--- src/rtl/irqc_pkg.sv ---
package irqc_pkg;
   localparam int unsigned SRC_N  = 6;
   localparam int unsigned SRC_IW = 3;
   localparam int unsigned CFG_W  = 8;
   localparam int unsigned POL_BIT = 6;
   localparam int unsigned BO_BIT  = 7;

   typedef enum logic [SRC_IW-1:0] {
      SRC_EXT    = 3'd0,
      SRC_CMP    = 3'd1,
      SRC_PWM    = 3'd2,
      SRC_TFALL  = 3'd3,
      SRC_TRISE  = 3'd4,
      SRC_TPULSE = 3'd5
   } src_e;
endpackage

--- src/rtl/irqc_edge_sync.sv ---
module irqc_edge_sync #(
   parameter int unsigned SYNC_N = 2
) (
   input  logic clk,
   input  logic rst_n,
   input  logic pin,
   input  logic fall_sel,
   output logic edge_o
);
   logic sync_lvl;
   logic lvl_d;

   generate
      if (SYNC_N > 4) begin : g_bad_depth
         $error("irqc_edge_sync: SYNC_N must be 0..4");
      end
      if (SYNC_N == 0) begin : g_direct
         assign sync_lvl = pin;
      end else begin : g_chain
         logic [SYNC_N-1:0] stg;
         always_ff @(posedge clk or negedge rst_n) begin
            if (!rst_n) begin
               stg <= '0;
            end else begin
               stg[0] <= pin;
               for (int k = 1; k < int'(SYNC_N); k++) stg[k] <= stg[k-1];
            end
         end
         assign sync_lvl = stg[SYNC_N-1];
      end
   endgenerate

   always_ff @(posedge clk or negedge rst_n) begin
      if (!rst_n) lvl_d <= 1'b0;
      else        lvl_d <= sync_lvl;
   end

   assign edge_o = fall_sel ? (lvl_d & ~sync_lvl) : (sync_lvl & ~lvl_d);

   AST_EDGE_POL: assert property (@(posedge clk) disable iff (!rst_n)
      (edge_o && !fall_sel) |=> lvl_d) else $error("rising edge not followed by high level");
endmodule

--- src/rtl/irqc_pend_bank.sv ---
module irqc_pend_bank #(
   parameter int unsigned N  = 6,
   parameter int unsigned IW = 3
) (
   input  logic          clk,
   input  logic          rst_n,
   input  logic [N-1:0]  set_i,
   input  logic          ack_v,
   input  logic [IW-1:0] ack_idx,
   output logic [N-1:0]  pend_o
);
   generate
      if (N > (1 << IW)) begin : g_bad_width
         $error("irqc_pend_bank: IW too narrow for N");
      end
      for (genvar g = 0; g < int'(N); g++) begin : g_src
         logic hit;
         assign hit = ack_v && (ack_idx == IW'(g));

         always_ff @(posedge clk or negedge rst_n) begin
            if (!rst_n)          pend_o[g] <= 1'b0;
            else if (set_i[g])   pend_o[g] <= 1'b1;
            else if (hit)        pend_o[g] <= 1'b0;
         end

         AST_PEND_SET: assert property (@(posedge clk) disable iff (!rst_n)
            set_i[g] |=> pend_o[g]) else $error("event lost");
         AST_PEND_KEEP: assert property (@(posedge clk) disable iff (!rst_n)
            (pend_o[g] && !hit) |=> pend_o[g]) else $error("pending dropped");
         AST_ACK_CLR: assert property (@(posedge clk) disable iff (!rst_n)
            (hit && !set_i[g]) |=> !pend_o[g]) else $error("ack did not clear");
      end
   endgenerate
endmodule

--- src/rtl/irqc_prio_pick.sv ---
module irqc_prio_pick #(
   parameter int unsigned N  = 6,
   parameter int unsigned IW = 3
) (
   input  logic [N-1:0]  req_i,
   output logic          any_o,
   output logic [IW-1:0] idx_o
);
   always_comb begin
      idx_o = '0;
      for (int k = int'(N) - 1; k >= 0; k--) begin
         if (req_i[k]) idx_o = IW'(k);
      end
   end

   assign any_o = |req_i;

   always_comb begin
      if (any_o) begin
         AST_WIN_IS_REQ: assert (req_i[idx_o]) else $error("winner not requesting");
         AST_NO_HIGHER: assert ((req_i & ((N'(1) << idx_o) - N'(1))) == '0)
            else $error("higher priority skipped");
      end
   end
endmodule

--- src/rtl/irqc_glob_en.sv ---
module irqc_glob_en (
   input  logic       clk,
   input  logic       rst_n,
   input  logic [1:0] set_v,
   input  logic [1:0] clr_v,
   output logic [1:0] en_q,
   output logic       both_o
);
   generate
      for (genvar g = 0; g < 2; g++) begin : g_flag
         always_ff @(posedge clk or negedge rst_n) begin
            if (!rst_n)        en_q[g] <= 1'b0;
            else if (clr_v[g]) en_q[g] <= 1'b0;
            else if (set_v[g]) en_q[g] <= 1'b1;
         end

         AST_CLR_WINS: assert property (@(posedge clk) disable iff (!rst_n)
            clr_v[g] |=> !en_q[g]) else $error("clear lost");
         AST_SET_TAKES: assert property (@(posedge clk) disable iff (!rst_n)
            (set_v[g] && !clr_v[g]) |=> en_q[g]) else $error("set lost");
         AST_EN_HOLD: assert property (@(posedge clk) disable iff (!rst_n)
            (!set_v[g] && !clr_v[g]) |=> $stable(en_q[g])) else $error("enable moved");
      end
   endgenerate

   assign both_o = &en_q;
endmodule

--- src/rtl/mask_irq_ctrl.sv ---
module mask_irq_ctrl
   import irqc_pkg::*;
#(
   parameter int unsigned N      = SRC_N,
   parameter int unsigned IW     = SRC_IW,
   parameter int unsigned SYNC_N = 2
) (
   input  logic          clk,
   input  logic          rst_n,
   input  logic          cfg_we,
   input  logic [7:0]    cfg_wdata,
   input  logic          user_en_set,
   input  logic          user_en_clr,
   input  logic          macro_en_set,
   input  logic          macro_en_clr,
   input  logic          ext_pin,
   input  logic [N-2:0]  src_evt,
   input  logic          ack_valid,
   input  logic [IW-1:0] ack_idx,
   output logic [N-1:0]  pend_q,
   output logic          glob_pend,
   output logic          irq_req,
   output logic [IW-1:0] irq_idx,
   output logic          brownout_en
);
   localparam int unsigned CW = N + 2;

   generate
      if (CW != CFG_W) begin : g_bad_layout
         $error("mask_irq_ctrl: mask layout needs N+2 == 8");
      end
   endgenerate

   logic [CW-1:0] cfg_q;
   logic          ext_edge;
   logic [N-1:0]  set_vec;
   logic [N-1:0]  live;
   logic [IW-1:0] win_idx;
   logic [1:0]    en_q;
   logic          en_both;

   always_ff @(posedge clk or negedge rst_n) begin
      if (!rst_n)      cfg_q <= '0;
      else if (cfg_we) cfg_q <= cfg_wdata;
   end

   irqc_edge_sync #(.SYNC_N(SYNC_N)) u_ext (
      .clk      (clk),
      .rst_n    (rst_n),
      .pin      (ext_pin),
      .fall_sel (cfg_q[POL_BIT]),
      .edge_o   (ext_edge)
   );

   assign set_vec = {src_evt, ext_edge};

   irqc_pend_bank #(.N(N), .IW(IW)) u_pend (
      .clk     (clk),
      .rst_n   (rst_n),
      .set_i   (set_vec),
      .ack_v   (ack_valid),
      .ack_idx (ack_idx),
      .pend_o  (pend_q)
   );

   assign live = pend_q & cfg_q[N-1:0];

   irqc_prio_pick #(.N(N), .IW(IW)) u_prio (
      .req_i (live),
      .any_o (glob_pend),
      .idx_o (win_idx)
   );

   irqc_glob_en u_gen (
      .clk    (clk),
      .rst_n  (rst_n),
      .set_v  ({macro_en_set, user_en_set}),
      .clr_v  ({macro_en_clr, user_en_clr}),
      .en_q   (en_q),
      .both_o (en_both)
   );

   assign irq_req     = glob_pend & en_both;
   assign irq_idx     = irq_req ? win_idx : '0;
   assign brownout_en = cfg_q[BO_BIT];

   AST_REQ_GATED: assert property (@(posedge clk) disable iff (!rst_n)
      irq_req |-> (en_q[0] && en_q[1])) else $error("request without both enables");
   AST_WIN_UNMASKED: assert property (@(posedge clk) disable iff (!rst_n)
      irq_req |-> (cfg_q[irq_idx] && pend_q[irq_idx])) else $error("masked winner");
   AST_BO_FOLLOW: assert property (@(posedge clk) disable iff (!rst_n)
      cfg_we |=> (brownout_en == $past(cfg_wdata[7]))) else $error("brown-out bit wrong");
endmodule

--- config.mk ---
export PLATFORM = sky130hd
export DESIGN_NAME = mask_irq_ctrl
export DESIGN_NICKNAME = d
export VERILOG_FILES = /design/src/rtl/irqc_pkg.sv /design/src/rtl/irqc_edge_sync.sv /design/src/rtl/irqc_pend_bank.sv /design/src/rtl/irqc_prio_pick.sv /design/src/rtl/irqc_glob_en.sv /design/src/rtl/mask_irq_ctrl.sv
export SDC_FILE = /design/constraint.sdc
export NUM_CORES = 1
export LEC_CHECK = 0
export ABC_AREA = 1
export BUFFER_PORTS_ARGS = -buffer_cell sky130_fd_sc_hd__buf_2
export CAP_MARGIN = 5
export CORE_UTILIZATION = 42
export CTS_BUF_LIST = sky130_fd_sc_hd__clkbuf_8 sky130_fd_sc_hd__clkbuf_16
export CTS_CLUSTER_DIAMETER = 100
export DETAILED_ROUTE_END_ITERATION = 8
export HOLD_SLACK_MARGIN = 0.15
export PLACE_DENSITY_LB_ADDON = 0.12
export SLEW_MARGIN = 10
export SYNTH_ARGS = -nofsm -noshare
export SYNTH_HDL_FRONTEND = slang
export SYNTH_SLANG_ARGS = --single-unit
export TNS_END_PERCENT = 10
--- constraint.sdc ---
create_clock -name clk -period 1.4 [get_ports clk]
set_input_delay 0.14 -clock clk [delete_from_list [all_inputs] [get_ports clk]]
set_output_delay 0.14 -clock clk [all_outputs]
set_load 0.02 [all_outputs]
# Word level (Yosys, flattened, before mapping)
# Index checks and enable logic that the tools add are counted.
# W data, S select, Z words.
[word_totals] in_bits=25 reg_bits=19 elab_cells=63
[op_classes] n_eq_ne=5 bitwise=6 reduce_logical=17 mux=24
[op_table] cell="$mux W3" n=7
[op_table] cell="$mux W1" n=17
[op_table] cell="$reduce_bool A2 Y1" n=8
[op_table] cell="$and A6 B6 Y6" n=1
[op_table] cell="$eq A3 B2 Y1 const B" n=2
[op_table] cell="$eq A3 B3 Y1 const B" n=2
[op_table] cell="$logic_and A1 B1 Y1" n=6
[op_table] cell="$reduce_or A6 Y1" n=1
[op_table] cell="$and A1 B1 Y1" n=3
[op_table] cell="$eq A3 B1 Y1 const B" n=1
[op_table] cell="$logic_not A3 Y1" n=1
[op_table] cell="$not A1 Y1" n=2
[op_table] cell="$reduce_and A2 Y1" n=1

# Logic depth before layout (Yosys ltp)
# Gate-level depths: netlist of the first run.
[depth] word_depth=8 mapped_depth=6

# By module
# From an unflattened synthesis of the first run, not the netlist that was laid out.
[unflattened] hier_cells=127 area_unflattened_um2=917.1
[modules_own_cells] module="mask_irq_ctrl" cells_each=54 area_per_inst_um2=380.4 instances=1 seq_area_each_um2=200.2
[modules_own_cells] module="irqc_pend_bank" cells_each=41 area_per_inst_um2=291.5 instances=1 seq_area_each_um2=150.1
[modules_own_cells] module="irqc_edge_sync" cells_each=9 area_per_inst_um2=100.1 instances=1 seq_area_each_um2=75.1
[modules_own_cells] module="irqc_glob_en" cells_each=8 area_per_inst_um2=72.6 instances=1 seq_area_each_um2=50.0
[modules_own_cells] module="irqc_prio_pick" cells_each=15 area_per_inst_um2=72.6 instances=1 seq_area_each_um2=0.0

# Worst setup path after synthesis of the first run
# Ideal clock, no wire load.
[synth_timing] path_kind="reg-to-output" start="register u_pend.pend_o[2]" end="output port irq_idx[2]" t_arrival_ns=1.346 stages_incl_launch_ff=4 path_slack_ns=-0.086 required_time_ns=1.260 path_cell_list="dfrtp_1 -> nand2_2 -> nand2_2 -> nor4_1"
[synth_between] elab_chain_cells=5 word_cells_on_any_way=7 classes_between="mux: 4; bitwise: 2; reduce/logical: 1"
[synth_lines] element="start: declaration" line_no="irqc_pend_bank.sv:10" text="output logic [N-1:0] pend_o"
[synth_lines] element="start signal: indexed assignment" line_no="irqc_pend_bank.sv:21" text="if (!rst_n) pend_o[g] <= 1'b0;"
[synth_lines] element="start signal: indexed assignment" line_no="irqc_pend_bank.sv:22" text="else if (set_i[g]) pend_o[g] <= 1'b1;"
[synth_lines] element="start signal: indexed assignment" line_no="irqc_pend_bank.sv:23" text="else if (hit) pend_o[g] <= 1'b0;"
[synth_lines] element="$and A6 B6 Y6 *" line_no="mask_irq_ctrl.sv:66" text="assign live = pend_q & cfg_q[N-1:0];"
[synth_lines] element="$mux W3 (3 in a row)" line_no="irqc_prio_pick.sv:12" text="if (req_i[k]) idx_o = IW'(k);"
[synth_lines] element="$mux W3 *" line_no="mask_irq_ctrl.sv:84" text="assign irq_idx = irq_req ? win_idx : '0;"
[synth_lines] element="end: declaration" line_no="mask_irq_ctrl.sv:23" text="output logic [IW-1:0] irq_idx,"
# Mark *: on every way between the ends. The rest lies on a longest branch, timed or not.

# Worst setup path in the final report of the first run
[layout_timing] start="register u_pend.pend_o[5]" end="output port irq_idx[0]"
[layout_between] elab_chain_cells=8 word_cells_on_any_way=10 classes_between="mux: 7; bitwise: 2; reduce/logical: 1"
[layout_lines] element="$and A6 B6 Y6 *" line_no="mask_irq_ctrl.sv:66"
[layout_lines] element="$mux W3 (6 in a row)" line_no="irqc_prio_pick.sv:12"
[layout_lines] element="$mux W3 *" line_no="mask_irq_ctrl.sv:84"
# Marked as above.

==> results of run 1 <==
## registers in the layout (all words and copies together), names as in the netlist
| register | count |
|---|---|
| cfg_q | 8 |
| u_ext.g_chain.stg | 2 |
| u_ext.lvl_d | 1 |
| u_gen.en_q | 2 |
| u_pend.pend_o | 6 |
## where the power goes
group	total [mW]	internal [mW]	switching, mW
Sequential	0.613	0.589	0.0242
Combinational	0.270	0.138	0.132
Clock	0.373	0.195	0.178
Total	1.26	0.922	0.334
## kinds of logic after synthesis
kind of cell | Yosys count
AO/OA/AOI/OAI | 10
buffers and inverters | 11
flip-flops | 19
multiplexers | 7
AND/OR/NAND/NOR | 33
## path summary, 6_finish.rpt
kind                                        end  slack [ns]  cells after the start
setup / recovery                     irq_idx[0]      -0.009                      7
hold / removal                 u_pend.pend_o[5]        0.22                      3
setup reg to reg               u_pend.pend_o[1]        0.09                      4
hold reg to reg            u_ext.g_chain.stg[1]        0.35                      0
max in group asynchronous              cfg_q[0]        0.77                      2
min in group asynchronous      u_pend.pend_o[1]        0.35                      2
## routing by layer
layer / wire, um / share of wire, % / vias up
li1: - / - / 389
met1: 808 / 41 / 376
met2: 1050 / 53 / 21
met3: 70 / 3.6 / 5
met4: 34 / 1.7 / 0
met5: 0 / 0 / -
## synth_stat cells, types with 2 or more instances
| cell type | instances |
|---|---|
| a21o_1 | 4 |
| a21oi_1 | 2 |
| dfrtp_1 | 19 |
| inv_1 | 10 |
| mux2_2 | 7 |
| nand2_1 | 16 |
| nand2_2 | 3 |
| nand3_1 | 2 |
| nand4_1 | 4 |
| nor2_1 | 6 |
| o21ai_0 | 2 |
## stage by stage
stage | worst slack, ns | total power, mW | hold WS [ns] | TNS (ns) | std cells
after floorplan | 0.0607 | 0.729 | -0.156 | 0 | 80
after global placement | 0.259 | 0.803 | 0.0909 | 0 | 140
after detailed placement | 0.231 | 0.809 | 0.0970 | 0 | 140
after CTS | -0.00650 | 1.24 | 0.211 | -0.00650 | 167
after global routing | -0.0777 | 1.31 | 0.235 | -0.122 | 169
final | -0.00917 | 1.26 | 0.217 | -0.00917 | 169
## area by class of cell
type / instances / area, um^2
repair buffers: 61 / 425
inverters: 10 / 37.5
fillers: 120 / 442
clock buffers: 3 / 41.3
clock inverters: 1 / 3.75
well taps: 25 / 31.3
flip-flops and latches: 19 / 475
multi-input cells: 50 / 327
## cell usage in the layout (no fill, tap or decap), types with 2 or more instances in the layout
cell and n:
a21o_1 4, a21oi_1 2, buf_2 33, buf_4 8, clkbuf_8 3, dfrtp_1 19
dlygate4sd3_1 20, inv_1 10, mux2_2 7, nand2_1 11, nand2_2 7, nand4_1 4
nor2_1 6, o21ai_0 2
## timing repair
action | 4_1_cts | 5_1_grt
hold endpoints to repair | 35 | 0
setup endpoints to repair | 2 | 4
gates cloned | 0 | 0
pin swaps | 1 | 5
gates resized for setup | 3 | 9
hold buffers | 20 | 0
setup buffers | 3 | 2
## worst register-to-register path: cells and delay by family (launching register included)
kind	cells	cell delay (ns)
buf+inv	2	0.69
compound gates	1	0.05
simple gates	1	0.06
flops	1	0.39
==> metrics.cfg, run 1 <==
[outcome]
status = finished with violations
violations = negative setup slack

[worst_setup_path]
crit_top_cell = nand2_1
crit_required_ns = 1.26
critical_path.max_stage_delay_ns = 0.40
cp_cell_sequence = nand2_1 -> inv_1 -> nand2_2 -> nand2_1 -> a21oi_1 -> nor2_1 -> buf_4
path_max_fanout = 3
cp_slowest_cell = dfrtp_1
critPathLaunchType = flip-flop
crit_family = flip-flops
worst-path-buf-inv = 2
crit_path_end_kind = primary output
crit_type = flip-flop to primary output
crit_arrival_ns = 1.27
crit_start = u_pend.pend_o[5]
rr_startpoint = u_pend.pend_o[1]

[grt]
grtUsageMet2_pct = 41.7
grt-busiest-layer = met2
antenna_found_initial = 0
grtUsageMet3_pct = 3.53
grt_pass1_vias = 805
grt_use_met1_pct = 23.9
grt_use_total_pct = 22.0
grt_overflow = 0
grt_max_degree = 20
grt_pass1_wl_um = 3190

[floorplan]
core-area_um2 = 1780
die_h_um = 46.1
die_area_um2 = 2130
num_io_pins = 37
rows = 15
start_util_pct = 45.8
die_w_um = 46.1

[synth]
synth_seq_area_share_pct = 58.2
yosys.area.top_type_share_pct = 58.2
synth_seq_cells = 19
synthAdderAreaFrac_pct = 0
async_reset_ff_share_pct = 100
yosys.area_share.simple_pct = 18.2
synth_top_family_by_area = simple AND/OR/NAND/NOR gates
synth_edf_count = 0
ys_warn_count = 0
synth_cell_types = 16
synth_nets = 105
synth-main-ff-cell = dfrtp_1
synth_xor_xnor_area_share_pct = 0
synthTopCellsByArea = dfrtp_1 58%, mux2_2 9.6%, nand2_1 7.4%
synthMuxAreaShare_pct = 9.65
synth_area_leader_cell = dfrtp_1
synth_compound_area_share_pct = 7.96
syn_inst = 80
synth_area_um2 = 817
avgSynthCellArea_um2 = 10.2

[placement]
gp_congestion = 0.732
port_buffers = 36
dpl-instance-area_um2 = 1020
detailed_place_hpwl_um = 1270

[detailed_routing]
vias_per_cell = 4.68
first_iter_violations = 5
drcViolationCount = 0
wl_um = 1960
route.vias.total = 791
routedWlPerCell_um = 11.6
drt-pass1-iter-count = 4
antenna_left = 0

[job]
drv_cap = 0

[timing]
final_hold_viol_count = 0
rsz0062_at_grt = yes
setup_ws_ns = -0.00917
maxSlewViolCount = 0
slew_headroom_pct = 73.1
skew_ns = 0.000342
post-route-min-period_ns = 1.41
setup_viol = 1
finalCritPeriodShare_pct = 101
fmax_mhz = 710
worst_slew_pin_slew_ns = 0.403

[clocking]
htree_levels = 1
clkLatencyLatePin_ns = 0.26
cts_sinks = 19
numCtsBuffers = 3
cts_tree = built
clkTransAtPathRegs_ns = 0.07
cts_root_buffer = clkbuf_8
cts_buffer_depth = 2

[pwr]
power_density_nw_per_um2 = 936
leakage_nw = 0.656
peakVddDrop_mv = 0.661

[finish]
fin_nets = 170
area_delta_synth_final_pct = 64.2
drive_above_1_share_pct = 43.8
fin_util_pct = 75.2
diodes = 0
final_cell_area_um2 = 1340

[min_path]
hold_start = ack_idx[0]
hp-class = primary input to flip-flop

Note: power is estimated with default switching activity, not from simulation.
==> inputs of run 2 (changes only) <==
Clock period 1.4 ns to 1.78 ns, I/O delays scaled along.
==> metrics.cfg, run 2 (synthesis results as in run 1) <==
[worst_setup_path]
path_max_fanout = 3  ; unchanged
critPathLaunchType = flip-flop
crit_required_ns = 1.60  ; +0.34 ns
crit_path_end_kind = primary output
r2r_cells = 3  ; -1
crit_arrival_ns = 1.28  ; about the same
crit_type = flip-flop to primary output

[clocking]
numCtsBuffers = 3  ; unchanged
clkTransAtPathRegs_ns = 0.07  ; about the same
post_cts_buffers = 0  ; -3
cts_sinks = 19  ; unchanged
htree_levels = 1  ; unchanged
clkLatencyLatePin_ns = 0.25  ; about the same
cts_buffer_depth = 2  ; unchanged
cts_root_buffer = clkbuf_8
cts_tree = built

[finish]
regMostFlops = cfg_q
fin_util_pct = 65.3  ; -10 points
fin_nets = 155  ; -8.8%
drive_above_1_share_pct = 39.5  ; -4.2 points
layout_common_cells = 36 x buf_2, 19 x dfrtp_1, 16 x nand2_1
reg.largest.list = cfg_q (8), u_pend.pend_o (6)
area_delta_synth_final_pct = 42.4
largest_register_ffs = 8  ; unchanged
final_common_cell = buf_2
diodes = 0  ; unchanged

[pwr]
leakage_nw = 0.588  ; -10%
intPower_uw = 694  ; -25%
power_density_nw_per_um2 = 803  ; -14%
p_sw_share_pct = 25.7  ; -0.86 points
peakVddDrop_mv = 0.718  ; +8.6%
power_frac_seq_pct = 51.3  ; +2.5 points
clkPwrFrac_pct = 31.4  ; +1.7 points
combPwrFrac_pct = 17.3  ; -4.2 points
switching_power_uw = 241  ; -28%

[timing]
worst_slew_pin_slew_ns = 0.428  ; +0.0249 ns
finalCritPeriodShare_pct = 81.9
setup_viol = 0  ; -1
final_hold_viol_count = 0  ; unchanged
maxSlewViolCount = 0  ; unchanged
rsz0062_at_grt = no
fmax_mhz = 686
setup_tns_ns = 0  ; +0.00917 ns
post-route-min-period_ns = 1.46
skew_ns = 0.00131  ; +0.000970 ns
slew_headroom_pct = 71.5  ; -1.7 points

[floorplan]
rows = 15  ; unchanged
die_area_um2 = 2130  ; unchanged
start_util_pct = 45.8  ; unchanged
core-area_um2 = 1780  ; unchanged
die_h_um = 46.1  ; unchanged
num_io_pins = 37  ; unchanged
die_w_um = 46.1  ; unchanged

[detailed_routing]
drcViolationCount = 0  ; unchanged
drt-pass1-iter-count = 3  ; -1
route.vias.total = 714  ; -9.7%
wl_um = 1710  ; -13%
first_iter_violations = 7  ; +2
vias_per_cell = 4.64  ; -0.94%
routedWlPerCell_um = 11.1  ; -4.4%
antenna_left = 0  ; unchanged

[grt]
antenna_found_initial = 0  ; unchanged
grt_max_degree = 20  ; unchanged
grt_use_total_pct = 18.4  ; -3.6 points
grt_overflow = 0  ; unchanged
grt_pass1_wl_um = 2750  ; -14%
grt_pass1_vias = 694  ; -14%

[min_path]
hp-class = primary input to flip-flop
min_path_cells = 3  ; unchanged

[placement]
port_buffers = 36  ; unchanged
detailed_place_hpwl_um = 1290  ; +1.4%
gp_congestion = 0.761  ; +4.0%

[job]
drv_cap = 0  ; unchanged

[outcome]
status = finished, final reports clean

[run 2: changes by cell type in the layout (fill, tap and decap cells not counted), moves of 3 or more]
cell           before  now
dlygate4sd3_1      20   10
nand2_1            11   16
buf_4               8    0
buf_2              33   36
nand2_2             7    3
[run 2: final cells by class]
class | instances | area (um^2)
Inverter | 10 | 37.5
Multi-Input combinational cell | 50 | 293
Timing Repair Buffer | 46 | 280
Clock inverter | 1 | 5.00
Tap cell | 25 | 31.3
Fill cell | 164 | 619
Sequential cell | 19 | 475
Clock buffer | 3 | 41.3
[run 2: repair_timing]
action                    CTS  global route
hold buffers               10             0
hold endpoints to repair   27             0
gates resized for setup     0             0
[run 2: worst paths after layout]
check                                     start              endpoint  slack (ns)
setup / recovery               u_pend.pend_o[3]            irq_idx[2]        0.32
hold / removal                     cfg_wdata[6]              cfg_q[6]        0.15
setup reg to reg                  u_gen.en_q[0]         u_gen.en_q[0]        0.59
hold reg to reg            u_ext.g_chain.stg[0]  u_ext.g_chain.stg[1]        0.36
max in group asynchronous                 rst_n              cfg_q[6]        1.09
min in group asynchronous                 rst_n              cfg_q[2]        0.39
[run 2: worst max-delay path, stage by stage (launching register included)]
cell	delay, ns
dfrtp_1	0.40
nand2_1	0.10
nand2_2	0.07
nor4_1	0.25
buf_2	0.21
[run 2: routing by layer]
metal	track usage (%)	vias to the layer above	part of all wire, %	wire (um)
met4	5.29	0	1.4	24
met5	0	-	0	0
met1	22.6	329	46	779
li1	-	361	-	-
met2	32.7	22	49	830
met3	3.53	2	4.3	74
[run 2: metrics by stage]
stage,power [mW],cells,hold slack [ns],worst slack [ns],instance area (um^2)
5_1_grt,0.981,154,0.161,0.223,1160
6_report,0.935,154,0.150,0.322,1160
3_3_place_gp,0.630,140,0.134,0.621,1020
3_5_place_dp,0.635,140,0.144,0.596,1020
4_1_cts,0.951,154,0.154,0.313,1160
2_1_floorplan,0.572,80,-0.118,0.256,817
[run 2: power by group through the flow]
stage | clock network [mW] | logic [mW] | registers (mW)
floorplan | 0 | 0.0755 | 0.496
global placement | 0 | 0.143 | 0.487
detailed placement | 0 | 0.147 | 0.489
CTS | 0.307 | 0.164 | 0.480
global route | 0.316 | 0.182 | 0.483
finish | 0.294 | 0.161 | 0.480
==> inputs of run 3 (changes only) <==
Clock period 1.78 ns to 1.5 ns, I/O delays scaled along.
==> metrics.cfg, run 3 (synthesis results as in run 1) <==
[timing]
slew_headroom_pct = 71.3  ; -0.14 points
final_hold_viol_count = 0  ; unchanged
fmax_mhz = 707
setup_tns_ns = 0  ; unchanged
timing.hold.ws_ns = 0.167  ; +0.0166 ns
maxSlewViolCount = 0  ; unchanged
setup_viol = 0  ; unchanged
worst_slew_pin_slew_ns = 0.430  ; +0.00207 ns
post-route-min-period_ns = 1.41
finalCritPeriodShare_pct = 94.3
skew_ns = 0.00143  ; +0.000117 ns
rsz0062_at_grt = no

[clocking]
htree_levels = 1  ; unchanged
cts_root_buffer = clkbuf_8
numCtsBuffers = 3  ; unchanged
clkTransAtPathRegs_ns = 0.07  ; about the same
cts_sinks = 19  ; unchanged
clkLatencyLatePin_ns = 0.25  ; about the same
cts_tree = built
cts_buffer_depth = 2  ; unchanged

[floorplan]
num_io_pins = 37  ; unchanged
rows = 15  ; unchanged
core-area_um2 = 1780  ; unchanged
die_area_um2 = 2130  ; unchanged
die_w_um = 46.1  ; unchanged
die_h_um = 46.1  ; unchanged
start_util_pct = 45.8  ; unchanged

[grt]
grt_pass1_wl_um = 2830  ; +3.0%
grt_use_total_pct = 19.0  ; +0.58 points
grt_max_degree = 20  ; unchanged
grt_pass1_vias = 704  ; +1.4%
grt_overflow = 0  ; unchanged
antenna_found_initial = 0  ; unchanged

[worst_setup_path]
cp_cell_sequence = nand2_2 -> nand2_2 -> nor2_2 -> nand2_2 -> nand3_1 -> nor2_1 -> buf_2
crit_required_ns = 1.35  ; -0.25 ns
crit_top_cell = nand2_2
cp_slowest_cell = dfrtp_1
crit_path_end_kind = primary output
worst-path-buf-inv = 1  ; unchanged
crit_family = simple AND/OR/NAND/NOR gates
critPathLaunchType = flip-flop
crit_arrival_ns = 1.26  ; -0.02 ns
critical_path.max_stage_delay_ns = 0.41  ; about the same
path_max_fanout = 3  ; unchanged
crit_type = flip-flop to primary output

[detailed_routing]
drcViolationCount = 0  ; unchanged
route.vias.total = 742  ; +3.9%
drt-pass1-iter-count = 3  ; unchanged
first_iter_violations = 8  ; +1
antenna_left = 0  ; unchanged
wl_um = 1810  ; +5.7%
routedWlPerCell_um = 11.0  ; -0.71%
vias_per_cell = 4.52  ; -2.4%

[finish]
layout_common_cells = 36 x buf_2, 19 x dfrtp_1, 19 x dlygate4sd3_1
seq_area_um2 = 475  ; unchanged
nFillCells = 156  ; -4.9%
fin_nets = 165  ; +6.5%
drive_above_1_share_pct = 40.3  ; +0.75 points
regMostFlops = cfg_q
multi_input_comb_area_um2 = 307  ; +4.7%
area_delta_synth_final_pct = 56.0
final_cell_area_um2 = 1270  ; +9.6%
diodes = 0  ; unchanged
largest_register_ffs = 8  ; unchanged
reg.largest.list = cfg_q (8), u_pend.pend_o (6)
final_common_cell = buf_2

[placement]
gp_congestion = 0.761  ; unchanged
detailed_place_hpwl_um = 1290  ; unchanged
dpl-instance-area_um2 = 1020  ; unchanged
port_buffers = 36  ; unchanged

[outcome]
status = finished, final reports clean

[pwr]
leakage_nw = 0.631  ; +7.4%
peakVddDrop_mv = 0.869  ; +21%
power_density_nw_per_um2 = 893  ; +11%

[job]
drv_cap = 0  ; unchanged

[min_path]
hp-class = primary input to flip-flop

[run 3: cell count changes in the layout (fill, tap and decap cells not counted)]
cell | before | now
nor4_1 | 1 | 0
dlygate4sd3_1 | 10 | 19
nand2_2 | 3 | 6
nor4_2 | 0 | 1
buf_4 | 0 | 1
nand2_1 | 16 | 13
[run 3: final cells by class]
cell class / instances / area share (%)
sequential: 19 / 37.3
tap: 25 / 2.45
clock buffer: 3 / 3.24
clock inverter: 1 / 0.393
timing repair buffer: 56 / 29.6
inverter: 10 / 2.94
multi-input combinational: 50 / 24.0
[run 3: where the power goes]
part           total, mW  internal (mW)  switching [mW]  leakage (nW)
registers          0.571          0.549          0.0221         0.209
logic              0.218          0.110           0.108         0.396
clock network      0.350          0.184           0.165        0.0255
[run 3: timing repair]
action,in CTS,in global routing
hold endpoints to repair,35,0
hold buffers,19,0
setup endpoints to repair,0,2
resized for setup,0,4
buffers inserted,0,1
[run 3: worst min-delay path, delay by kind of cell]
family,cells,cell delay [ns]
AO/OA/AOI/OAI,1,0.07
buffers and inverters,1,0.11
AND/OR/NAND/NOR,1,0.05
[run 3: worst paths after layout]
path	to	slack, ns	start	depth (start not counted)
setup / recovery	irq_idx[0]	0.09	u_pend.pend_o[1]	7
hold / removal	u_pend.pend_o[1]	0.17	ack_idx[1]	3
setup reg to reg	u_gen.en_q[0]	0.31	u_gen.en_q[0]	3
hold reg to reg	u_ext.g_chain.stg[1]	0.36	u_ext.g_chain.stg[0]	0
max in group asynchronous	cfg_q[6]	0.84	rst_n	2
min in group asynchronous	cfg_q[2]	0.36	rst_n	2
[run 3: metal layers]
layer | wire length (um) | track usage, % | up-vias
met1 | 831 | 23.3 | 337
met4 | 24 | 5.29 | 0
met2 | 880 | 33.8 | 22
met5 | 0 | 0 | -
li1 | - | - | 381
met3 | 70 | 3.53 | 2
[run 3: metrics by stage]
stage | power, mW | instances | utilization, % | setup slack, ns
after floorplan | 0.679 | 80 | - | 0.00428
after global placement | 0.748 | 140 | 57.1 | 0.369
after detailed placement | 0.754 | 140 | 57.1 | 0.344
after CTS | 1.15 | 163 | 70.3 | 0.0607
after global routing | 1.19 | 164 | 71.5 | 0.00331
final | 1.14 | 164 | 71.5 | 0.0856
